===== src/rtl/acc_alu_pkg.sv =====
package acc_alu_pkg;

  typedef enum logic [3:0] {
    OP_ADD  = 4'd0,
    OP_SUB  = 4'd1,
    OP_AND  = 4'd2,
    OP_IOR  = 4'd3,
    OP_XOR  = 4'd4,
    OP_INC  = 4'd5,
    OP_DEC  = 4'd6,
    OP_COM  = 4'd7,
    OP_CLR  = 4'd8,
    OP_MOV  = 4'd9,
    OP_SWAP = 4'd10,
    OP_RL   = 4'd11,
    OP_RR   = 4'd12,
    OP_MVW  = 4'd13,
    OP_RS14 = 4'd14,
    OP_RS15 = 4'd15
  } alu_op_e;

  // flag bundle, carry in the top bit
  typedef struct packed {
    logic c;
    logic dc;
    logic z;
  } alu_flags_t;

  localparam int NUM_FLAGS = 3;

endpackage


===== src/rtl/acc_alu_datapath.sv =====
module acc_alu_datapath
  import acc_alu_pkg::*;
#(
  parameter int DATA_W = 8
) (
  input  alu_op_e           op,
  input  logic [DATA_W-1:0] opnd_b,
  input  logic [DATA_W-1:0] opnd_w,
  input  logic              c_in,
  output logic [DATA_W-1:0] res,
  output alu_flags_t        raw
);

  localparam int NIB_W = DATA_W / 2;
  localparam logic [DATA_W:0] ONE_FULL = {{DATA_W{1'b0}}, 1'b1};
  localparam logic [NIB_W:0]  ONE_NIB  = {{NIB_W{1'b0}}, 1'b1};
  localparam logic [DATA_W-1:0] ONE_D  = {{(DATA_W-1){1'b0}}, 1'b1};

  logic [DATA_W:0] sum_full;
  logic [DATA_W:0] dif_full;
  logic [NIB_W:0]  sum_nib;
  logic [NIB_W:0]  dif_nib;
  logic [DATA_W-1:0] swapped;

  // top bit of each adder is carry out; for the difference it is not-borrow
  always_comb begin
    sum_full = {1'b0, opnd_b} + {1'b0, opnd_w};
    dif_full = {1'b0, opnd_b} + {1'b0, ~opnd_w} + ONE_FULL;
    sum_nib  = {1'b0, opnd_b[NIB_W-1:0]} + {1'b0, opnd_w[NIB_W-1:0]};
    dif_nib  = {1'b0, opnd_b[NIB_W-1:0]} + {1'b0, ~opnd_w[NIB_W-1:0]} + ONE_NIB;
  end

  // half exchange; an odd width keeps its middle bit in place
  generate
    if (DATA_W % 2 == 0) begin : g_even_swap
      assign swapped = {opnd_b[NIB_W-1:0], opnd_b[DATA_W-1:NIB_W]};
    end else begin : g_odd_swap
      assign swapped = {opnd_b[NIB_W-1:0], opnd_b[NIB_W], opnd_b[DATA_W-1:NIB_W+1]};
    end
  endgenerate

  always_comb begin
    res    = '0;
    raw.c  = c_in;
    raw.dc = 1'b0;
    unique case (op)
      OP_ADD: begin
        res    = sum_full[DATA_W-1:0];
        raw.c  = sum_full[DATA_W];
        raw.dc = sum_nib[NIB_W];
      end
      OP_SUB: begin
        res    = dif_full[DATA_W-1:0];
        raw.c  = dif_full[DATA_W];
        raw.dc = dif_nib[NIB_W];
      end
      OP_AND:  res = opnd_b & opnd_w;
      OP_IOR:  res = opnd_b | opnd_w;
      OP_XOR:  res = opnd_b ^ opnd_w;
      OP_INC:  res = opnd_b + ONE_D;
      OP_DEC:  res = opnd_b - ONE_D;
      OP_COM:  res = ~opnd_b;
      OP_CLR:  res = '0;
      OP_MOV:  res = opnd_b;
      OP_SWAP: res = swapped;
      OP_RL: begin
        res   = {opnd_b[DATA_W-2:0], c_in};
        raw.c = opnd_b[DATA_W-1];
      end
      OP_RR: begin
        res   = {c_in, opnd_b[DATA_W-1:1]};
        raw.c = opnd_b[0];
      end
      OP_MVW:  res = opnd_w;
      default: res = '0;
    endcase
    raw.z = (res == '0);
  end

endmodule


===== src/rtl/acc_alu_decode.sv =====
module acc_alu_decode
  import acc_alu_pkg::*;
(
  input  alu_op_e    op,
  input  logic       lit,
  input  logic       dest_f,
  output alu_flags_t mask,
  output logic       to_w,
  output logic       to_f
);

  logic valid_op;

  always_comb begin
    mask     = '0;
    valid_op = 1'b1;
    unique case (op)
      OP_ADD, OP_SUB:                  mask = '{c: 1'b1, dc: 1'b1, z: 1'b1};
      OP_AND, OP_IOR, OP_XOR, OP_COM,
      OP_INC, OP_DEC, OP_CLR:          mask = '{c: 1'b0, dc: 1'b0, z: 1'b1};
      OP_MOV:                          mask = '{c: 1'b0, dc: 1'b0, z: ~lit};
      OP_RL, OP_RR:                    mask = '{c: 1'b1, dc: 1'b0, z: 1'b0};
      OP_SWAP, OP_MVW:                 mask = '0;
      default: begin
        mask     = '0;
        valid_op = 1'b0;
      end
    endcase
  end

  // literal forms always land in W
  always_comb begin
    to_f = valid_op & dest_f & ~lit;
    to_w = valid_op & ~to_f;
  end

endmodule


===== src/rtl/acc_alu_flags.sv =====
module acc_alu_flags #(
  parameter int NFLAG = 3
) (
  input  logic             clk,
  input  logic             rst_n,
  input  logic             en,
  input  logic [NFLAG-1:0] mask,
  input  logic [NFLAG-1:0] raw,
  output logic [NFLAG-1:0] q
);

  logic [NFLAG-1:0] flag_q;
  logic [NFLAG-1:0] flag_d;

  generate
    for (genvar i = 0; i < NFLAG; i++) begin : g_bit
      always_comb begin
        flag_d[i] = (en && mask[i]) ? raw[i] : flag_q[i];
      end

      always_ff @(posedge clk or negedge rst_n) begin
        if (!rst_n) flag_q[i] <= 1'b0;
        else        flag_q[i] <= flag_d[i];
      end
    end
  endgenerate

  assign q = flag_q;

  assert_flags_hold_idle_R10: assert property (
    @(posedge clk) disable iff (!rst_n)
    !en |=> $stable(flag_q));

  assert_unmasked_hold_R4: assert property (
    @(posedge clk) disable iff (!rst_n)
    (en && mask == '0) |=> $stable(flag_q));

endmodule


===== src/rtl/acc_alu_core.sv =====
module acc_alu_core
  import acc_alu_pkg::*;
#(
  parameter int DATA_W = 8
) (
  input  logic              clk,
  input  logic              rst_n,
  input  logic              exec_i,
  input  logic [3:0]        op_i,
  input  logic              lit_i,
  input  logic              dest_f_i,
  input  logic [DATA_W-1:0] w_i,
  input  logic [DATA_W-1:0] f_i,
  input  logic [DATA_W-1:0] k_i,
  output logic [DATA_W-1:0] res_o,
  output logic              wr_w_o,
  output logic              wr_f_o,
  output logic              c_o,
  output logic              dc_o,
  output logic              z_o
);

  // reset: asserted at once, released on the clock
  logic [1:0] rst_pipe;
  logic       rst_q_n;

  always_ff @(posedge clk or negedge rst_n) begin
    if (!rst_n) rst_pipe <= '0;
    else        rst_pipe <= {rst_pipe[0], 1'b1};
  end
  assign rst_q_n = rst_pipe[1];

  alu_op_e           op;
  logic [DATA_W-1:0] opnd_b;
  logic [DATA_W-1:0] dp_res;
  alu_flags_t        dp_raw;
  alu_flags_t        mask;
  alu_flags_t        flags_q;
  logic              to_w;
  logic              to_f;

  assign op     = alu_op_e'(op_i);
  assign opnd_b = lit_i ? k_i : f_i;

  acc_alu_datapath #(.DATA_W(DATA_W)) i_datapath (
    .op     (op),
    .opnd_b (opnd_b),
    .opnd_w (w_i),
    .c_in   (flags_q.c),
    .res    (dp_res),
    .raw    (dp_raw)
  );

  acc_alu_decode i_decode (
    .op     (op),
    .lit    (lit_i),
    .dest_f (dest_f_i),
    .mask   (mask),
    .to_w   (to_w),
    .to_f   (to_f)
  );

  acc_alu_flags #(.NFLAG(NUM_FLAGS)) i_flags (
    .clk   (clk),
    .rst_n (rst_q_n),
    .en    (exec_i),
    .mask  (mask),
    .raw   (dp_raw),
    .q     (flags_q)
  );

  // result and strobe registers
  logic [DATA_W-1:0] res_q,  res_d;
  logic              ww_q,   ww_d;
  logic              wf_q,   wf_d;

  always_comb begin
    res_d = exec_i ? dp_res : res_q;
    ww_d  = exec_i & to_w;
    wf_d  = exec_i & to_f;
  end

  always_ff @(posedge clk or negedge rst_q_n) begin
    if (!rst_q_n) begin
      res_q <= '0;
      ww_q  <= 1'b0;
      wf_q  <= 1'b0;
    end else begin
      res_q <= res_d;
      ww_q  <= ww_d;
      wf_q  <= wf_d;
    end
  end

  assign res_o  = res_q;
  assign wr_w_o = ww_q;
  assign wr_f_o = wf_q;
  assign c_o    = flags_q.c;
  assign dc_o   = flags_q.dc;
  assign z_o    = flags_q.z;

  assert_single_dest_R9: assert property (
    @(posedge clk) disable iff (!rst_q_n)
    !(wr_w_o && wr_f_o));

  assert_literal_to_w_R9: assert property (
    @(posedge clk) disable iff (!rst_q_n)
    (exec_i && lit_i && op_i <= 4'd13) |=> (wr_w_o && !wr_f_o));

  assert_idle_no_strobe_R10: assert property (
    @(posedge clk) disable iff (!rst_q_n)
    !exec_i |=> (!wr_w_o && !wr_f_o && $stable(res_o)));

  assert_sub_not_borrow_R3: assert property (
    @(posedge clk) disable iff (!rst_q_n)
    (exec_i && op_i == OP_SUB) |=> (c_o == ($past(opnd_b) >= $past(w_i))));

  assert_clear_zero_R6: assert property (
    @(posedge clk) disable iff (!rst_q_n)
    (exec_i && op_i == OP_CLR) |=> (res_o == '0 && z_o));

  assert_swap_keeps_flags_R7: assert property (
    @(posedge clk) disable iff (!rst_q_n)
    (exec_i && op_i == OP_SWAP) |=> $stable({c_o, dc_o, z_o}));

  assert_rotl_carry_out_R8: assert property (
    @(posedge clk) disable iff (!rst_q_n)
    (exec_i && op_i == OP_RL) |=> (c_o == $past(opnd_b[DATA_W-1])));

  assert_undef_no_write_R12: assert property (
    @(posedge clk) disable iff (!rst_q_n)
    (exec_i && op_i >= 4'd14) |=> (!wr_w_o && !wr_f_o && $stable({c_o, dc_o, z_o})));

endmodule


===== config.mk =====
export PLATFORM = sky130hd
export DESIGN_NAME = acc_alu_core
export DESIGN_NICKNAME = d
export VERILOG_FILES = /design/src/rtl/acc_alu_pkg.sv /design/src/rtl/acc_alu_datapath.sv /design/src/rtl/acc_alu_decode.sv /design/src/rtl/acc_alu_flags.sv /design/src/rtl/acc_alu_core.sv
export SDC_FILE = /design/constraint.sdc
export NUM_CORES = 1
export LEC_CHECK = 0
export ABC_AREA = 0
export BUFFER_PORTS_ARGS = -buffer_cell sky130_fd_sc_hd__buf_2
export CAP_MARGIN = 20
export CORE_MARGIN = 2
export CORE_UTILIZATION = 55
export CTS_CLUSTER_SIZE = 20
export DETAILED_ROUTE_END_ITERATION = 10
export PLACE_DENSITY = 0.78
export SYNTH_ARGS = -nofsm -noshare
export SYNTH_HDL_FRONTEND = slang
export SYNTH_SLANG_ARGS = --single-unit

===== constraint.sdc =====
create_clock -name clk -period 0.8 [get_ports clk]
set_clock_uncertainty 0.05 [all_clocks]
set_input_delay 0.08 -clock clk [delete_from_list [all_inputs] [get_ports clk]]
set_output_delay 0.08 -clock clk [all_outputs]
set_load 0.05 [all_outputs]

==> flow_summary.ini, run 1 <==
[placed_design]
io_buffers = 45
dp_hpwl_um = 8790
dpl_worst_slack_ns = -2.20
dp_cells = 560
gp_congestion = 1.01

[synthesis]
netlist_instances = 356
synth-seq-cells = 15
synth_edf_count = 0
synth_cell_type_count = 68
yosysWarnings = 0
yosysTopAreaCellShare = 0.135
ys_async_sr_fraction = 1.00
synth_top_flop_cell = dfrtp_1
syn_area_mm2 = 0.00278
syn_area_per_cell_um2 = 7.80
synth_area_leaders = dfrtp_1 14%, ha_1 13%, a21oi_1 4.7%
synth_area_leader_cell = dfrtp_1
synth-seq-area-share = 0.135
synth.net_count = 420

[clock_network]
clk_path_buf_depth = 2
cts.sinks = 15
htree_levels = 1
cts_buffers = 3
root_buffer = clkbuf_8

[status]
stop_stage = global routing
toolErrorMsg = [ERROR DPL-0038] Utilization greater than 100%, impossible to legalize
status = aborted with a tool error

[global_routing]
grt_max_degree = 36

[floorplan]
die_h_um = 75.0
ios = 46
start_util = 0.580
rows = 25
die_w_um = 75.0

[timing]
worstEndpointGrtRepair = i_flags.q[0]$_DFFE_PN0P_/D
worst-ep-kind = sequential cell input
[per-stage QoR]
stage	utilization	setup TNS (ns)	hold slack (ns)	cell area (µm²)
floorplan	-	-15.68	-0.266	3000
CTS	0.942	-16.66	0.0771	4510
global placement	0.836	-19.15	-0.186	4000
detailed placement	0.836	-19.98	-0.182	4000
[kinds of logic after synthesis]
family / synth area share
flops: 0.135
buf+inv: 0.0780
mux: 0.101
other cells: 0.00135
simple gates: 0.195
xor+xnor: 0.0410
compound gates: 0.303
fa+ha+maj: 0.145
[cell usage after synthesis (all sizes together), types with 8 or more instances]
cell type  number
a221oi          8
nand3          12
nor3            9
mux2i          13
o21ai          16
buf             8
a21oi          26
dfrtp          15
clkbuf         13
xnor2          13
nor2b           9
nand2          24
nor2           23
ha             29
inv            32
[timing repair]
item | 4_1_cts
endpoints found under the hold margin | 3
setup endpoints to repair | 24
resized for setup | 69
buffers inserted | 19
hold buffers | 2
pin swaps | 19
==> run 2, diff against run 1 <==
--- a/config.mk
+++ b/config.mk
@@ -9,10 +9,9 @@
 export BUFFER_PORTS_ARGS = -buffer_cell sky130_fd_sc_hd__buf_2
 export CAP_MARGIN = 20
 export CORE_MARGIN = 2
-export CORE_UTILIZATION = 55
-export CTS_CLUSTER_SIZE = 20
+export CORE_UTILIZATION = 40
 export DETAILED_ROUTE_END_ITERATION = 10
-export PLACE_DENSITY = 0.78
+export PLACE_DENSITY_LB_ADDON = 0.15
 export SYNTH_ARGS = -nofsm -noshare
 export SYNTH_HDL_FRONTEND = slang
 export SYNTH_SLANG_ARGS = --single-unit
==> flow_summary.ini, run 2 <==
[setup_path]
r2r_cells = 6
cp-end-kind = flip-flop
crit_type = in -> reg
crit_path_start_kind = primary input
crit_fanout = 3
critPathRequiredTime_ns = 0.90
critPathMaxStageDelay_ns = 0.36
critPathMostFrequentCell = o31ai_4
arrival_ns = 2.62
crit_chain = buf_12 > mux2i_4 > ha_2 > inv_2 > fa_2 > nor2b_4 > o31ai_4 > buf_6 > o31ai_4 > xnor2_1 > a221o_1 > a211o_1 > o41ai_2
slowest_stage = fa_2

[clock_network]
cts_buffers = 3
clkTransAtPathRegs_ns = 0.06
clk_latency_ns = 0.25
cts.sinks = 15
cts_tree = yes
root_buffer = clkbuf_8
clk_path_buf_depth = 2
htree_levels = 1

[synthesis]
yosys.cell_count.top_type = ha_1
syn_area_per_cell_um2 = 7.80
synth.net_count = 420
netlist_instances = 356
yosysWarnings = 0
synth_area_leaders = dfrtp_1 14%, ha_1 13%, a21oi_1 4.7%
yosysTopAreaCellShare = 0.135
ys_async_sr_fraction = 1.00
synth-seq-cells = 15
synth_area_leader_cell = dfrtp_1
synth_edf_count = 0
syn_area_mm2 = 0.00278
synth_top_flop_cell = dfrtp_1
synth_commonest_cells = 29 x ha_1, 26 x a21oi_1, 25 x inv_1
synth-seq-area-share = 0.135
synth_cell_type_count = 68

[timing]
slew_viol_final = 0
slew_headroom = 0.570
rsz0062_at_grt = true
worst_pin_slew_ns = 0.639
finalHoldViolations = 0
fin_crit_sh = 3.14
setup_ws_ns = -1.72
finalCriticalPeriod_ns = 2.52
fmax_ghz = 0.398
setup_viol = 24

[global_routing]
grt_max_degree = 27
first_global_vias = 3546
grt.total_usage = 0.313
grt-ovfl-total = 0
grt_first_pass_wirelength_um = 18500
antenna_found_initial = 0

[routing]
dr_total_vias = 3622
drc = 0
drt_iter0_drc = 268
drt-pass1-iter-count = 5
wire_per_inst_um = 19.5
wl_um = 12300
drtAntennaViolNets = 0
routed_via_density = 5.77

[cells_and_area]
num_antenna_cells = 0
nets = 613
largest_register_ffs = 8
mostFrequentLayoutCells = 141 x buf_4, 31 x buf_2, 29 x buf_6
finalInstanceArea_mm2 = 0.00492
drive_gt1_frac = 0.542
area_growth_pct = 77.2
mostFrequentLayoutCell = buf_4

[floorplan]
ios = 46
start_util = 0.411
core_region_area_mm2 = 0.00676
die_area_mm2 = 0.00762
die_w_um = 87.3
die_h_um = 87.3
rows = 30

[placed_design]
place_area_mm2 = 0.00417
io_buffers = 45
gp_congestion = 0.948
dp_hpwl_um = 9180

[hold_path]
hold_class = in -> async

[run]
drv_cap = 0

[power_and_ir_drop]
p_per_area_mw_per_mm2 = 1170
max-vdd-ir-drop_mv = 1.05
cellLeakagePower_nw = 2.27
p_total_mw = 5.75

[status]
status = finished with violations
violations = negative setup slack
==> run 2: through the flow <==
stage | hold WS [ns] | cells | utilization | setup WS [ns] | TNS, ns
3_5_place_dp | -0.182 | 592 | 0.617 | -2.08 | -19.49
5_1_grt | 0.105 | 628 | 0.728 | -1.81 | -18.59
3_3_place_gp | -0.185 | 592 | 0.617 | -2.03 | -19.09
4_1_cts | 0.0904 | 614 | 0.687 | -1.62 | -16.57
2_1_floorplan | -0.266 | 356 | - | -1.93 | -15.68
6_report | 0.106 | 628 | 0.728 | -1.72 | -17.54
==> run 2: logic make-up after synthesis <==
family / after synthesis / synth area share
mux: 20 / 0.101
buf+inv: 53 / 0.0780
flops: 15 / 0.135
other cells: 1 / 0.00135
compound gates: 118 / 0.303
simple gates: 105 / 0.195
xor+xnor: 13 / 0.0410
fa+ha+maj: 31 / 0.145
==> run 2: cell type report <==
| type | instances | area (µm²) |
|---|---|---|
| clock buffers | 4 | 45.0 |
| flip-flops and latches | 15 | 375 |
| multi-input cells | 288 | 2600 |
| repair buffers | 209 | 1670 |
| fillers | 537 | 1840 |
| well taps | 80 | 100 |
| inverters | 32 | 125 |
==> run 2: path summary, 6_finish.rpt <==
check | start | to | slack, ns
max | lit_i | i_flags.q[0]$_DFFE_PN0P_ | -1.72
min | rst_n | rst_pipe[1]$_DFF_PN0_ | 0.11
max reg2reg | i_flags.q[2]$_DFFE_PN0P_ | i_flags.q[0]$_DFFE_PN0P_ | -0.86
min reg2reg | rst_pipe[1]$_DFF_PN0_ | res_o[4]$_DFFE_PN0P_ | 0.11
max in group asynchronous | rst_pipe[1]$_DFF_PN0_ | res_o[0]$_DFFE_PN0P_ | 0.41
min in group clk | exec_i | res_o[0]$_DFFE_PN0P_ | 0.22
==> run 2: metal layers <==
metal	GRT usage	vias up	routed length [µm]
li1	-	1709	-
met1	0.440	1712	5260
met2	0.517	181	6030
met3	0.0294	20	721
met4	0.0699	0	257
met5	0	-	0
==> run 2: timing repair <==
| item | in CTS | in global routing |
|---|---|---|
| resized for setup | 71 | 34 |
| hold endpoints to repair | 3 | 0 |
| pin swaps | 25 | 24 |
| setup endpoints to repair | 24 | 24 |
| hold buffers | 2 | 0 |
| setup buffers | 18 | 18 |
==> run 2: critical path: cells and delay by family <==
family | cells | cell delay, ns
AO/OA/AOI/OAI | 5 | 1.17
XOR/XNOR | 1 | 0.14
adder cells (fa/ha/maj) | 2 | 0.57
buffers and inverters | 3 | 0.28
multiplexers | 1 | 0.23
AND/OR/NAND/NOR | 1 | 0.14
==> run 2: power by group <==
part | internal (mW) | leakage [nW] | switching (mW) | total, mW
logic | 2.05 | 2.07 | 2.10 | 4.16
registers | 0.874 | 0.182 | 0.0891 | 0.963
clock network | 0.353 | 0.0228 | 0.273 | 0.626
total | 3.28 | 2.27 | 2.47 | 5.75
Power figures use the tool's default switching activity.
==> run 3, diff against run 2 <==
==> constraint.sdc (replaced) <==
create_clock -name clk -period 2.5 [get_ports clk]
set_clock_uncertainty 0.05 [all_clocks]
set_input_delay 0.25 -clock clk [delete_from_list [all_inputs] [get_ports clk]]
set_output_delay 0.25 -clock clk [all_outputs]
set_load 0.05 [all_outputs]
==> flow_summary.ini, run 3 (synthesis gave the netlist of run 2 again) <==
[status]
status = finished with violations
violations = negative setup slack

[timing]
setup_ws_ns = -0.0949
slew_headroom = 0.450
worst_pin_slew_ns = 0.824
fmax_ghz = 0.385
finalHoldViolations = 0
finalCriticalPeriod_ns = 2.59
rsz0062_at_grt = true
fin_crit_sh = 1.04
setup_viol = 2
slew_viol_final = 0

[global_routing]
top_usage_layer = met2
use_met2 = 0.459
antenna_found_initial = 0
grt_max_degree = 36
first_global_vias = 3201
met1_usage = 0.400
grt_first_pass_wirelength_um = 16800
grt-ovfl-total = 0
grt.total_usage = 0.285
grt.met3_usage = 0.0408

[cells_and_area]
nets = 532
multi_input_area_mm2 = 0.00242
mostFrequentLayoutCell = buf_4
num_antenna_cells = 0
fin_cells = 547
seq_area_um2 = 375
fillers = 641
mostFrequentLayoutCells = 82 x buf_4, 44 x buf_2, 23 x nand2_1, 23 x nor2_1
area_growth_pct = 41.6
largest_register_ffs = 8
drive_gt1_frac = 0.403

[clock_network]
clk_latency_ns = 0.24
cts_buffers = 3
cts.sinks = 15
clk_path_buf_depth = 2
clkTransAtPathRegs_ns = 0.06
root_buffer = clkbuf_8
cts_tree = yes
htree_levels = 1

[power_and_ir_drop]
cellLeakagePower_nw = 1.79
p_per_area_mw_per_mm2 = 385
max-vdd-ir-drop_mv = 0.239

[floorplan]
rows = 30
start_util = 0.411
ios = 46
die_h_um = 87.3
die_w_um = 87.3
core_region_area_mm2 = 0.00676
die_area_mm2 = 0.00762

[setup_path]
crit_fanout = 6
slowest_stage = nor3_1
crit_path_start = lit_i
cp-end-kind = flip-flop
regToRegEndpoint = i_flags.q[0]$_DFFE_PN0P_
crit_buf_inv = 5
crit_family = compound AO/OA/AOI/OAI gates
critPathMostFrequentCell = buf_4
critPathRequiredTime_ns = 2.60
crit_type = in -> reg
crit_chain = buf_12 > buf_4 > mux2i_4 > buf_4 > inv_2 > ha_1 > buf_4 > nor3_1 > nor3_1 > mux2i_1 > a211o_1 > o41ai_2
r2r_slack_ns = 0.82
arrival_ns = 2.69
crit_path_start_kind = primary input
reg2reg_from = i_flags.q[2]$_DFFE_PN0P_
path_depth = 12
endpoint = i_flags.q[0]$_DFFE_PN0P_
r2r_cells = 6
critPathMaxStageDelay_ns = 0.54

[placed_design]
dpl_worst_slack_ns = -0.655
dp_hpwl_um = 8560
io_buffers = 45
gp_congestion = 0.977
dp_cells = 539

[routing]
drt_iter0_drc = 387
dr_total_vias = 3293
drc = 0
routed_via_density = 6.02
drtAntennaViolNets = 0
wire_per_inst_um = 19.8
wl_um = 10800
drt-pass1-iter-count = 6

[run]
drv_cap = 0

[hold_path]
hold_class = in -> reg
==> run 3: cell types whose count changed in the layout (fill, tap and decap cells not counted), moves of 4 or more <==
cell	previous run	this run
a21oi_2	9	4
buf_4	141	82
a21oi_1	17	22
buf_6	29	0
buf_2	31	44
ha_4	9	5
nand3_1	7	11
o21ai_0	9	13
ha_1	17	22
==> run 3: timing repair <==
action	CTS	global route
gates resized for setup	13	18
hold buffers	1	0
setup endpoints to repair	6	5
pin swaps	6	8
endpoints found under the hold margin	2	0
buffers inserted	1	3
==> run 3: final cells by class <==
class	count	area share
clock buffers	4	0.0115
inverters	32	0.0312
multi-input cells	288	0.616
flip-flops and latches	15	0.0955
well taps	80	0.0255
repair buffers	128	0.220
==> run 3: worst min-delay path by stage <==
| stage | slack (ns) | end | start | cells after the start |
|---|---|---|---|---|
| 6_report | 0.13 | wr_w_o$_DFF_PN0_ | dest_f_i | 2 |
| 5_1_grt | 0.14 | wr_w_o$_DFF_PN0_ | dest_f_i | 2 |
| 4_1_cts | 0.13 | wr_w_o$_DFF_PN0_ | dest_f_i | 2 |
| 3_5_place_dp | -0.01 | rst_pipe[1]$_DFF_PN0_ | rst_n | 1 |
| 3_3_place_gp | -0.02 | rst_pipe[1]$_DFF_PN0_ | rst_n | 1 |
| 2_1_floorplan | -0.1 | rst_pipe[0]$_DFF_PN0_ | rst_n | 0 |
==> run 3: metrics by stage <==
| step | hold WS [ns] | setup TNS (ns) | utilization | total power [mW] | area [µm²] |
|---|---|---|---|---|---|
| floorplan | -0.0956 | -0.964 | - | 0.888 | 2870 |
| global placement | -0.0155 | -2.68 | 0.544 | 1.23 | 3670 |
| detailed placement | -0.0110 | -3.16 | 0.544 | 1.24 | 3670 |
| CTS | 0.128 | -0.171 | 0.563 | 1.46 | 3800 |
| global route | 0.138 | -0.392 | 0.581 | 1.60 | 3930 |
| finish | 0.135 | -0.169 | 0.581 | 1.51 | 3930 |
==> run 3: routing by layer <==
metal / share of wire / vias to the layer above / routed length [µm]
li1: - / 1549 / -
met4: 0.024 / 0 / 263
met3: 0.086 / 28 / 937
met5: 0 / - / 0
met1: 0.43 / 1530 / 4620
met2: 0.46 / 186 / 5030
==> run 3: power breakdown <==
group	internal (mW)	switching (mW)
registers	0.279	0.0279
clock network	0.113	0.0821
logic	0.428	0.584
